`config.mk`:
```
export PLATFORM = sky130hd
export DESIGN_NAME = dag_unit
export DESIGN_NICKNAME = d
export VERILOG_FILES = /design/src/rtl/dag_pkg.sv /design/src/rtl/dag_bank_map.sv /design/src/rtl/dag_alias_dec.sv /design/src/rtl/dag_ptr_file.sv /design/src/rtl/dag_shadow.sv /design/src/rtl/dag_unit.sv
export SDC_FILE = /design/constraint.sdc
export NUM_CORES = 1
export LEC_CHECK = 0
export BUFFER_PORTS_ARGS = -buffer_cell sky130_fd_sc_hd__buf_2
export CAP_MARGIN = 5
export CORE_ASPECT_RATIO = 1.25
export CORE_MARGIN = 3
export CORE_UTILIZATION = 40
export DETAILED_ROUTE_END_ITERATION = 8
export PLACE_DENSITY = 0.7
export SYNTH_ARGS = -nofsm -noshare
export SYNTH_HDL_FRONTEND = slang
export SYNTH_SLANG_ARGS = --single-unit
```
`constraint.sdc`:
```
create_clock -name clk_i -period 3.38 [get_ports clk_i]
set_input_delay 0.169 -clock clk_i [delete_from_list [all_inputs] [get_ports clk_i]]
set_output_delay 0.169 -clock clk_i [all_outputs]
set_load 0.02 [all_outputs]
```
`src/rtl/dag_pkg.sv`:
```
package dag_pkg;
  typedef enum logic [2:0] {
    AM_PLAIN   = 3'd0,
    AM_POSTDEC = 3'd1,
    AM_POSTINC = 3'd2,
    AM_PREINC  = 3'd3,
    AM_PLUSW   = 3'd4
  } alias_mode_e;

  localparam int unsigned ALIAS_STRIDE_LG = 3;
  localparam int unsigned ALIAS_COUNT     = 5;
endpackage

```
`src/rtl/dag_bank_map.sv`:
```
module dag_bank_map #(
  parameter int unsigned ADDR_W = 12,
  parameter int unsigned BANK_W = 4,
  localparam int unsigned OFF_W = ADDR_W - BANK_W
) (
  input  logic [OFF_W-1:0]  offset_i,
  input  logic              access_i,
  input  logic [BANK_W-1:0] bsr_i,
  output logic [ADDR_W-1:0] dir_addr_o
);
  always_comb begin
    if (access_i)               dir_addr_o = {bsr_i, offset_i};
    else if (offset_i[OFF_W-1]) dir_addr_o = {{BANK_W{1'b1}}, offset_i};
    else                        dir_addr_o = {{BANK_W{1'b0}}, offset_i};
  end
endmodule

```
`src/rtl/dag_alias_dec.sv`:
```
module dag_alias_dec
  import dag_pkg::*;
#(
  parameter int unsigned ADDR_W     = 12,
  parameter int unsigned NPTR       = 3,
  parameter logic [11:0] ALIAS_BASE = 12'hFE0,
  localparam int unsigned IDX_W     = (NPTR > 1) ? $clog2(NPTR) : 1
) (
  input  logic [ADDR_W-1:0] dir_addr_i,
  output logic              hit_o,
  output logic [IDX_W-1:0]  idx_o,
  output alias_mode_e       mode_o
);
  logic [ADDR_W-1:0] rel;
  logic [ADDR_W-1:0] grp;

  always_comb begin
    rel    = dir_addr_i - ADDR_W'(ALIAS_BASE);
    grp    = rel >> ALIAS_STRIDE_LG;
    hit_o  = (dir_addr_i >= ADDR_W'(ALIAS_BASE)) && (grp < ADDR_W'(NPTR))
             && (32'(rel[ALIAS_STRIDE_LG-1:0]) < ALIAS_COUNT);
    idx_o  = grp[IDX_W-1:0];
    mode_o = alias_mode_e'(rel[ALIAS_STRIDE_LG-1:0]);
  end
endmodule

```
`src/rtl/dag_ptr_file.sv`:
```
module dag_ptr_file #(
  parameter int unsigned ADDR_W = 12,
  parameter int unsigned NPTR   = 3,
  localparam int unsigned IDX_W = (NPTR > 1) ? $clog2(NPTR) : 1
) (
  input  logic                        clk_i,
  input  logic                        rst_ni,
  input  logic                        we_i,
  input  logic [IDX_W-1:0]            wsel_i,
  input  logic [ADDR_W-1:0]           wdata_i,
  input  logic                        upd_i,
  input  logic [IDX_W-1:0]            usel_i,
  input  logic                        dec_i,
  output logic [NPTR-1:0][ADDR_W-1:0] ptr_o
);
  for (genvar k = 0; k < NPTR; k++) begin : g_ptr
    always_ff @(posedge clk_i or negedge rst_ni) begin
      if (!rst_ni) begin
        ptr_o[k] <= '0;
      end else if (we_i && wsel_i == IDX_W'(k)) begin
        ptr_o[k] <= wdata_i;
      end else if (upd_i && !we_i && usel_i == IDX_W'(k)) begin
        ptr_o[k] <= dec_i ? ptr_o[k] - 1'b1 : ptr_o[k] + 1'b1;
      end
    end
  end
endmodule

```
`src/rtl/dag_shadow.sv`:
```
module dag_shadow #(
  parameter int unsigned BANK_W = 4,
  parameter int unsigned DATA_W = 8,
  parameter int unsigned ST_W   = 8
) (
  input  logic              clk_i,
  input  logic              rst_ni,
  input  logic              bsr_we_i,
  input  logic [BANK_W-1:0] bsr_d_i,
  input  logic              save_i,
  input  logic              restore_i,
  input  logic [ST_W-1:0]   status_i,
  input  logic [DATA_W-1:0] wreg_i,
  output logic [BANK_W-1:0] bsr_o,
  output logic [BANK_W-1:0] shd_bsr_o,
  output logic [ST_W-1:0]   shd_status_o,
  output logic [DATA_W-1:0] shd_wreg_o
);
  always_ff @(posedge clk_i or negedge rst_ni) begin
    if (!rst_ni) begin
      bsr_o        <= '0;
      shd_bsr_o    <= '0;
      shd_status_o <= '0;
      shd_wreg_o   <= '0;
    end else begin
      if (restore_i)     bsr_o <= shd_bsr_o;
      else if (bsr_we_i) bsr_o <= bsr_d_i;
      if (save_i) begin
        shd_bsr_o    <= bsr_o;
        shd_status_o <= status_i;
        shd_wreg_o   <= wreg_i;
      end
    end
  end
endmodule

```
`src/rtl/dag_unit.sv`:
```
module dag_unit
  import dag_pkg::*;
#(
  parameter int unsigned ADDR_W     = 12,
  parameter int unsigned BANK_W     = 4,
  parameter int unsigned DATA_W     = 8,
  parameter int unsigned ST_W       = 8,
  parameter int unsigned NPTR       = 3,
  parameter logic [11:0] ALIAS_BASE = 12'hFE0,
  localparam int unsigned OFF_W     = ADDR_W - BANK_W,
  localparam int unsigned IDX_W     = (NPTR > 1) ? $clog2(NPTR) : 1
) (
  input  logic                   clk_i,
  input  logic                   rst_ni,
  input  logic                   op_i,
  input  logic [OFF_W-1:0]       offset_i,
  input  logic                   access_i,
  input  logic [DATA_W-1:0]      wreg_i,
  input  logic                   ptr_we_i,
  input  logic [IDX_W-1:0]       ptr_sel_i,
  input  logic [ADDR_W-1:0]      ptr_d_i,
  input  logic                   bsr_we_i,
  input  logic [BANK_W-1:0]      bsr_d_i,
  input  logic [ST_W-1:0]        status_i,
  input  logic                   shd_save_i,
  input  logic                   fast_ret_i,
  output logic [ADDR_W-1:0]      eff_addr_o,
  output logic                   ind_o,
  output logic [NPTR*ADDR_W-1:0] ptr_o,
  output logic [BANK_W-1:0]      bsr_o,
  output logic [ST_W-1:0]        shd_status_o,
  output logic [DATA_W-1:0]      shd_wreg_o
);
  logic [ADDR_W-1:0]           dir_addr;
  logic                        hit;
  logic [IDX_W-1:0]            idx;
  alias_mode_e                 mode;
  logic [NPTR-1:0][ADDR_W-1:0] ptrs;
  logic [ADDR_W-1:0]           cur_ptr;
  logic [ADDR_W-1:0]           w_ext;
  logic                        step;
  logic [BANK_W-1:0]           shd_bsr;

  dag_bank_map #(.ADDR_W(ADDR_W), .BANK_W(BANK_W)) u_map (
    .offset_i(offset_i), .access_i(access_i), .bsr_i(bsr_o), .dir_addr_o(dir_addr)
  );

  dag_alias_dec #(.ADDR_W(ADDR_W), .NPTR(NPTR), .ALIAS_BASE(ALIAS_BASE)) u_dec (
    .dir_addr_i(dir_addr), .hit_o(hit), .idx_o(idx), .mode_o(mode)
  );

  assign cur_ptr = ptrs[idx];
  assign w_ext   = {{(ADDR_W-DATA_W){wreg_i[DATA_W-1]}}, wreg_i};
  assign step    = op_i && hit &&
                   (mode == AM_POSTDEC || mode == AM_POSTINC || mode == AM_PREINC);

  always_comb begin
    eff_addr_o = dir_addr;
    if (hit) begin
      unique case (mode)
        AM_PREINC: eff_addr_o = cur_ptr + 1'b1;
        AM_PLUSW:  eff_addr_o = cur_ptr + w_ext;
        default:   eff_addr_o = cur_ptr;
      endcase
    end
  end
  assign ind_o = hit;

  dag_ptr_file #(.ADDR_W(ADDR_W), .NPTR(NPTR)) u_ptrs (
    .clk_i(clk_i), .rst_ni(rst_ni),
    .we_i(ptr_we_i), .wsel_i(ptr_sel_i), .wdata_i(ptr_d_i),
    .upd_i(step), .usel_i(idx), .dec_i(mode == AM_POSTDEC),
    .ptr_o(ptrs)
  );
  assign ptr_o = ptrs;

  dag_shadow #(.BANK_W(BANK_W), .DATA_W(DATA_W), .ST_W(ST_W)) u_shadow (
    .clk_i(clk_i), .rst_ni(rst_ni),
    .bsr_we_i(bsr_we_i), .bsr_d_i(bsr_d_i),
    .save_i(shd_save_i), .restore_i(fast_ret_i),
    .status_i(status_i), .wreg_i(wreg_i),
    .bsr_o(bsr_o), .shd_bsr_o(shd_bsr),
    .shd_status_o(shd_status_o), .shd_wreg_o(shd_wreg_o)
  );
endmodule

```
# Word level (Yosys, flattened, before mapping)
# Index checks and enable logic that the tools add are counted.
# op_classes
n_shift	0
n_reduce_logical	20
eq_ne	8
n_mul	0
div	0
add_sub_neg	9
n_bitwise	0
muxes	17
n_lt_le_gt_ge	4
# op_table
operator	n
2-to-1 mux 12 bit	13
adder 12 x 1 -> 12 bit, second input constant	4
subtractor 12 x 1 -> 12 bit, second input constant	3
binary-select mux 12 bit (select 2 bit)	1
one-hot mux 12 bit (2 select lines)	1
adder 12 bit	1
>= comparator 12 bit, second input constant	1
subtractor 12 bit, second input constant	1
logical AND 1 bit	11
less-than comparator 9 x 2 -> 1 bit, second input constant	1
2-to-1 mux 4 bit	2
nonzero test 2 bit	4
== test 3 x 2 -> 1 bit, second input constant	2
== test 2 x 1 -> 1 bit, second input constant	2
== test 2 bit, second input constant	2
logical NOT 2 bit	2
== test 3 x 1 -> 1 bit, second input constant	1
== test 3 bit, second input constant	1
less-than comparator 2 x 3 -> 1 bit, second input constant	1
less-than comparator 3 bit, second input constant	1
logical OR 1 bit	2
logical NOT 1 bit	1
# totals
in_bits	50
mem_bits_rw	0
n_memories	0
word_cells	65
out_inout_bits	69
regBits	60
romBits	0
latchBits	0

# Depth between registers and ports, before layout
# logic_depth
depth_word	12
ltp_mapped	14

# By module
# From an unflattened synthesis, not the netlist that was laid out.
# unflattened
hier_cells	574
hier_area_um2	5370.2
# modules_own_cells
mod	area_each_um2	cells_per_inst	instances	seq_area_each_um2
dag_ptr_file	3014.1	331	1	900.9
dag_unit	1156.1	161	1	0.0
dag_shadow	1006.0	59	1	600.6
dag_bank_map	105.1	12	1	0.0
dag_alias_dec	88.8	11	1	0.0

# Worst setup path after synthesis
# OpenSTA, ideal clock, no wires.
# synth_timing
path_kind	input port to output port
from	in offset_i[3]
to	out eff_addr_o[11]
path_buffers	2
t_required_ps	3211
arrival_ps	3256
slack_ps	-45
path_stages	12
path_cell_list	clkbuf_1 clkbuf_1 mux2i_1 o21ai_0 ha_1 a211oi_1 nor2_1 o21a_1 a211oi_1 xor2_1 o211a_1 nor3_1
# synth_via
elab_chain_len	8
word_cells_on_any_way	13
# synth_rtl
item	line_no	text
start: declaration	dag_unit.sv:16	input logic [OFF_W-1:0] offset_i,
2-to-1 mux 12 bit	dag_bank_map.sv:13	else if (offset_i[OFF_W-1]) dir_addr_o = {{BANK_W{1'b1}}, offset_i};
2-to-1 mux 12 bit *	dag_bank_map.sv:12	if (access_i) dir_addr_o = {bsr_i, offset_i};
subtractor 12 bit	dag_alias_dec.sv:18	rel = dir_addr_i - ADDR_W'(ALIAS_BASE);
binary-select mux 12 bit (select 2 bit)	dag_unit.sv:52	assign cur_ptr = ptrs[idx];
2-to-1 mux 12 bit (implied by the code)	dag_unit.sv:52	
adder 12 bit / adder 12 x 1 -> 12 bit (equally long branches)	dag_unit.sv:62, dag_unit.sv:61	
one-hot mux 12 bit (2 select lines)	dag_unit.sv:60	unique case (mode)
2-to-1 mux 12 bit *	dag_unit.sv:59	if (hit) begin
end: declaration	dag_unit.sv:27	output logic [ADDR_W-1:0] eff_addr_o,
# Every way passes the cells marked *; elsewhere a longest branch is shown, timed or not. The select of a mux whose other input is x is not followed.

# Final worst setup path
# layout_timing
from	reg u_ptrs.ptr_o[12] (netlist bit)
to	out eff_addr_o[6]
# layout_via
elab_chain_len	5
word_cells_on_any_way	6
# layout_rtl
item	line_no	text
start: declaration	dag_ptr_file.sv:14	output logic [NPTR-1:0][ADDR_W-1:0] ptr_o
start signal: indexed assignment	dag_ptr_file.sv:21	ptr_o[k] <= wdata_i;
start signal: indexed assignment	dag_ptr_file.sv:23	ptr_o[k] <= dec_i ? ptr_o[k] - 1'b1 : ptr_o[k] + 1'b1;
binary-select mux 12 bit (select 2 bit) *	dag_unit.sv:52	
2-to-1 mux 12 bit (implied by the code) *	dag_unit.sv:52	
adder 12 bit / adder 12 x 1 -> 12 bit (equally long branches)	dag_unit.sv:62, dag_unit.sv:61	
one-hot mux 12 bit (2 select lines) *	dag_unit.sv:60	
2-to-1 mux 12 bit *	dag_unit.sv:59	
# Marks and branches as above.

==> flow_summary.json <==
{
  "syn_nets": 635,
  "hpwlAfterDp_mm": 10.8,
  "critPathMaxFanout": 7,
  "ys_ff_latch": 60,
  "sequential_area_share_after_synthesis": 0.311,
  "postSynthCellCount": 539,
  "yosysWarningCount": 0,
  "finalSetupViolations": 0,
  "drc_errors": 0,
  "post-layout-total-power_mw": 2.86,
  "max_freq_mhz": 312,
  "buffer_ports.inserted": 118,
  "cell_internal_pwr_mw": 1.87,
  "coreArea_mm2": 0.0117,
  "totalNegativeSetupSlack_ns": 0,
  "cts.path.max_buffers": 2,
  "switching_share": 0.344,
  "layout_commonest_cell": "buf_2",
  "setup_slack_ns": 0.174,
  "power.ir.vdd_worst_v": 0.000227,
  "leakage_nw": 2.83,
  "clock_skew_ns": 0.00500,
  "routed_wl_mm": 13.7,
  "min_delay_path_depth": 2,
  "numClockSinks": 60,
  "critical_path.endpoint_type": "primary output",
  "drt_first_iter_violations": 264,
  "dieWidth_um": 104,
  "placed_cells_incl_taps": 804,
  "detail_route.first_pass.iterations": 5,
  "die_h_um": 129,
  "timing.critical_path.required_ns": 3.21,
  "power_switching_mw": 0.984,
  "cts_root_buffer": "clkbuf_16",
  "initial_utilization": 0.412,
  "global_placement_routability_congestion": 0.931,
  "first_global_vias": 4625,
  "timing.reg2reg.worst_path_depth": 8,
  "die_area_mm2": 0.0134,
  "synth_area_per_cell_um2": 8.96,
  "grt_setup_unrepaired": "false",
  "cts_htree_levels": 3,
  "final.fill_count": 1101,
  "sequentialPowerShare": 0.332,
  "timing.final.crit_share": 0.948,
  "viasPerCell": 5.69,
  "cap_violations": 0,
  "run_status": "completed",
  "grt_overflow_total": 0,
  "clock_power_share": 0.345,
  "grt_pass1_wl_mm": 22.5,
  "synth.largest_area_cell": "dfrtp_1",
  "hold_path.class": "in -> reg",
  "final_nets": 751,
  "mapped_area_mm2": 0.00483,
  "synth_edf_count": 0,
  "number_of_antenna_violations_at_the_first_check_in_global_routing": 0,
  "wirelength_per_cell_um": 16.7,
  "n_antenna_cell": 0,
  "worst_skew_pair.late_latency_ns": 0.33,
  "grt_max_degree": 39,
  "share_comb_of_total_power": 0.323,
  "core.rowCount": 44,
  "slew_violations": 0,
  "synthDominantCellAreaShare": 0.311,
  "synthDistinctLibCells": 50,
  "final.min_clock_period_ns": 3.21,
  "final_layout_size_suffix_gt1_frac": 0.264,
  "worst-slew-pin-transition_ns": 1.12,
  "postSynth.topFlopCell": "dfrtp_1",
  "routed-via-count": 4675,
  "hold_violations": 0,
  "ys_async_sr_fraction": 1.00,
  "clk_pin_slew_worst_paths_ns": 0.05,
  "fin_hold_ws_ns": 0.0695,
  "drt.antenna.violating_nets": 0,
  "preCtsSetupSlack_ns": 0.265,
  "pin_count": 119,
  "critical_path_arrival_ns": 3.04,
  "final_cell_mix": "buf_2 (118), dfrtp_1 (60), o21ai_0 (55), nand2_1 (47), ha_1 (42)",
  "flow.area_growth_from_synthesis_pct": 23.2,
  "finalNonFillerCells": 821,
  "power.density_mw_per_mm2": 480,
  "postCtsSetupRepairBufs": 0,
  "grt_usage": 0.204,
  "max_slew_margin": 0.254,
  "tritoncts.num_buffers": 9,
  "crit_type": "reg -> out",
  "crit_start_category": "register",
  "clock_tree_from_tritoncts": "yes",
  "post_synth_main_area_contributors": "dfrtp_1 (31%), ha_1 (11%), o21ai_0 (6.0%)"
}
## cells by family after synthesis
| logic type | after synthesis | share of synthesized area |
|---|---|---|
| DFF | 60 | 0.311 |
| and+or+nand+nor | 153 | 0.155 |
| buffers and inverters | 33 | 0.0290 |
| xor gates and xnor gates | 29 | 0.0526 |
| AOI/OAI and AO/OA | 180 | 0.244 |
| adders and majority gates | 46 | 0.125 |
| muxes | 38 | 0.0839 |
## critical path: stages, from the launching register on
cell	delay, ns
dfrtp_1	0.45
mux2i_1	0.19
o21ai_0	0.15
ha_1	0.27
fa_2	0.39
a211oi_1	0.24
nor2_1	0.13
o21a_1	0.18
nor2_1	0.11
xor2_1	0.16
o21ai_1	0.09
and2_1	0.16
buf_2	0.15
## registers in the layout (all words and copies together), names as in the netlist
register / cells
u_shadow.bsr_o: 4
u_shadow.shd_wreg_o: 8
u_shadow.shd_status_o: 8
u_shadow.shd_bsr_o: 4
u_ptrs.ptr_o: 36
## cell type report
class,instances,area (µm²),area share
multi-input combinational,446,3210,0.539
sequential,60,1500,0.252
timing repair buffer,128,681,0.114
clock buffer,12,246,0.0414
tap,161,201,0.0339
clock inverter,4,72.6,0.0122
inverter,10,37.5,0.00631
## final timing paths
| kind | start | end | slack (ns) |
|---|---|---|---|
| worst max-delay path | u_ptrs.ptr_o[12]$_DFFE_PN0P_ | eff_addr_o[6] | 0.17 |
| worst min-delay path | status_i[2] | u_shadow.shd_status_o[2]$_DFFE_PN0P_ | 0.07 |
| worst max register to register | u_ptrs.ptr_o[25]$_DFFE_PN0P_ | u_ptrs.ptr_o[35]$_DFFE_PN0P_ | 0.82 |
| worst min register to register | u_shadow.shd_bsr_o[1]$_DFFE_PN0P_ | u_shadow.bsr_o[1]$_DFFE_PN0P_ | 0.48 |
| max in group asynchronous | rst_ni | u_ptrs.ptr_o[6]$_DFFE_PN0P_ | 2.06 |
| min in group asynchronous | rst_ni | u_shadow.shd_status_o[7]$_DFFE_PN0P_ | 0.49 |
## repair_timing
action,CTS,global route
hold endpoints to repair,37,0
hold buffers,1,0
gates cloned,0,0
endpoints found under the setup margin,2,4
resized for setup,2,5
## synthesized netlist by cell type, types with 2 or more instances
master    count
a22oi_1      15
a21oi_1      33
o211ai_1      6
a21o_1        8
a211oi_1     14
mux2i_1      18
o21ai_0      58
mux2_2       20
and2_1        2
inv_1        10
a31oi_1       5
nor3b_1       3
or3_1         5
o21a_1        8
xor2_1       17
o41ai_1       3
nor2_1       41
nand4_1       2
nand2_1      47
clkbuf_1     20
fa_1          4
and3_1        8
buf_6         2
xnor2_1      12
ha_1         42
nor4_1        4
o31a_1        2
o21bai_1      3
a221o_1      18
nor3_1       16
dfrtp_1      60
a31o_2        2
nor2b_1      14
## power by group through the flow
stage / logic, mW / clock network [mW] / registers [mW]
4_1_cts: 0.922 / 1.01 / 0.949
5_1_grt: 1.02 / 1.04 / 0.969
2_1_floorplan: 0.515 / 0 / 1.05
3_3_place_gp: 0.892 / 0 / 0.956
3_5_place_dp: 0.917 / 0 / 0.960
6_report: 0.922 / 0.986 / 0.950
## layer usage
layer	part of all wire	vias up	global-route usage
li1	-	2260	-
met1	0.43	2231	0.247
met2	0.49	167	0.365
met3	0.070	17	0.0467
met4	0.012	0	0.0587
met5	0	-	0
## through the flow
stage	cell area, µm²	util
2_1_floorplan	4830	-
3_3_place_gp	5610	0.478
3_5_place_dp	5610	0.478
4_1_cts	5940	0.506
5_1_grt	5950	0.507
6_report	5950	0.507
Note: power is estimated with default switching activity, not from simulation.
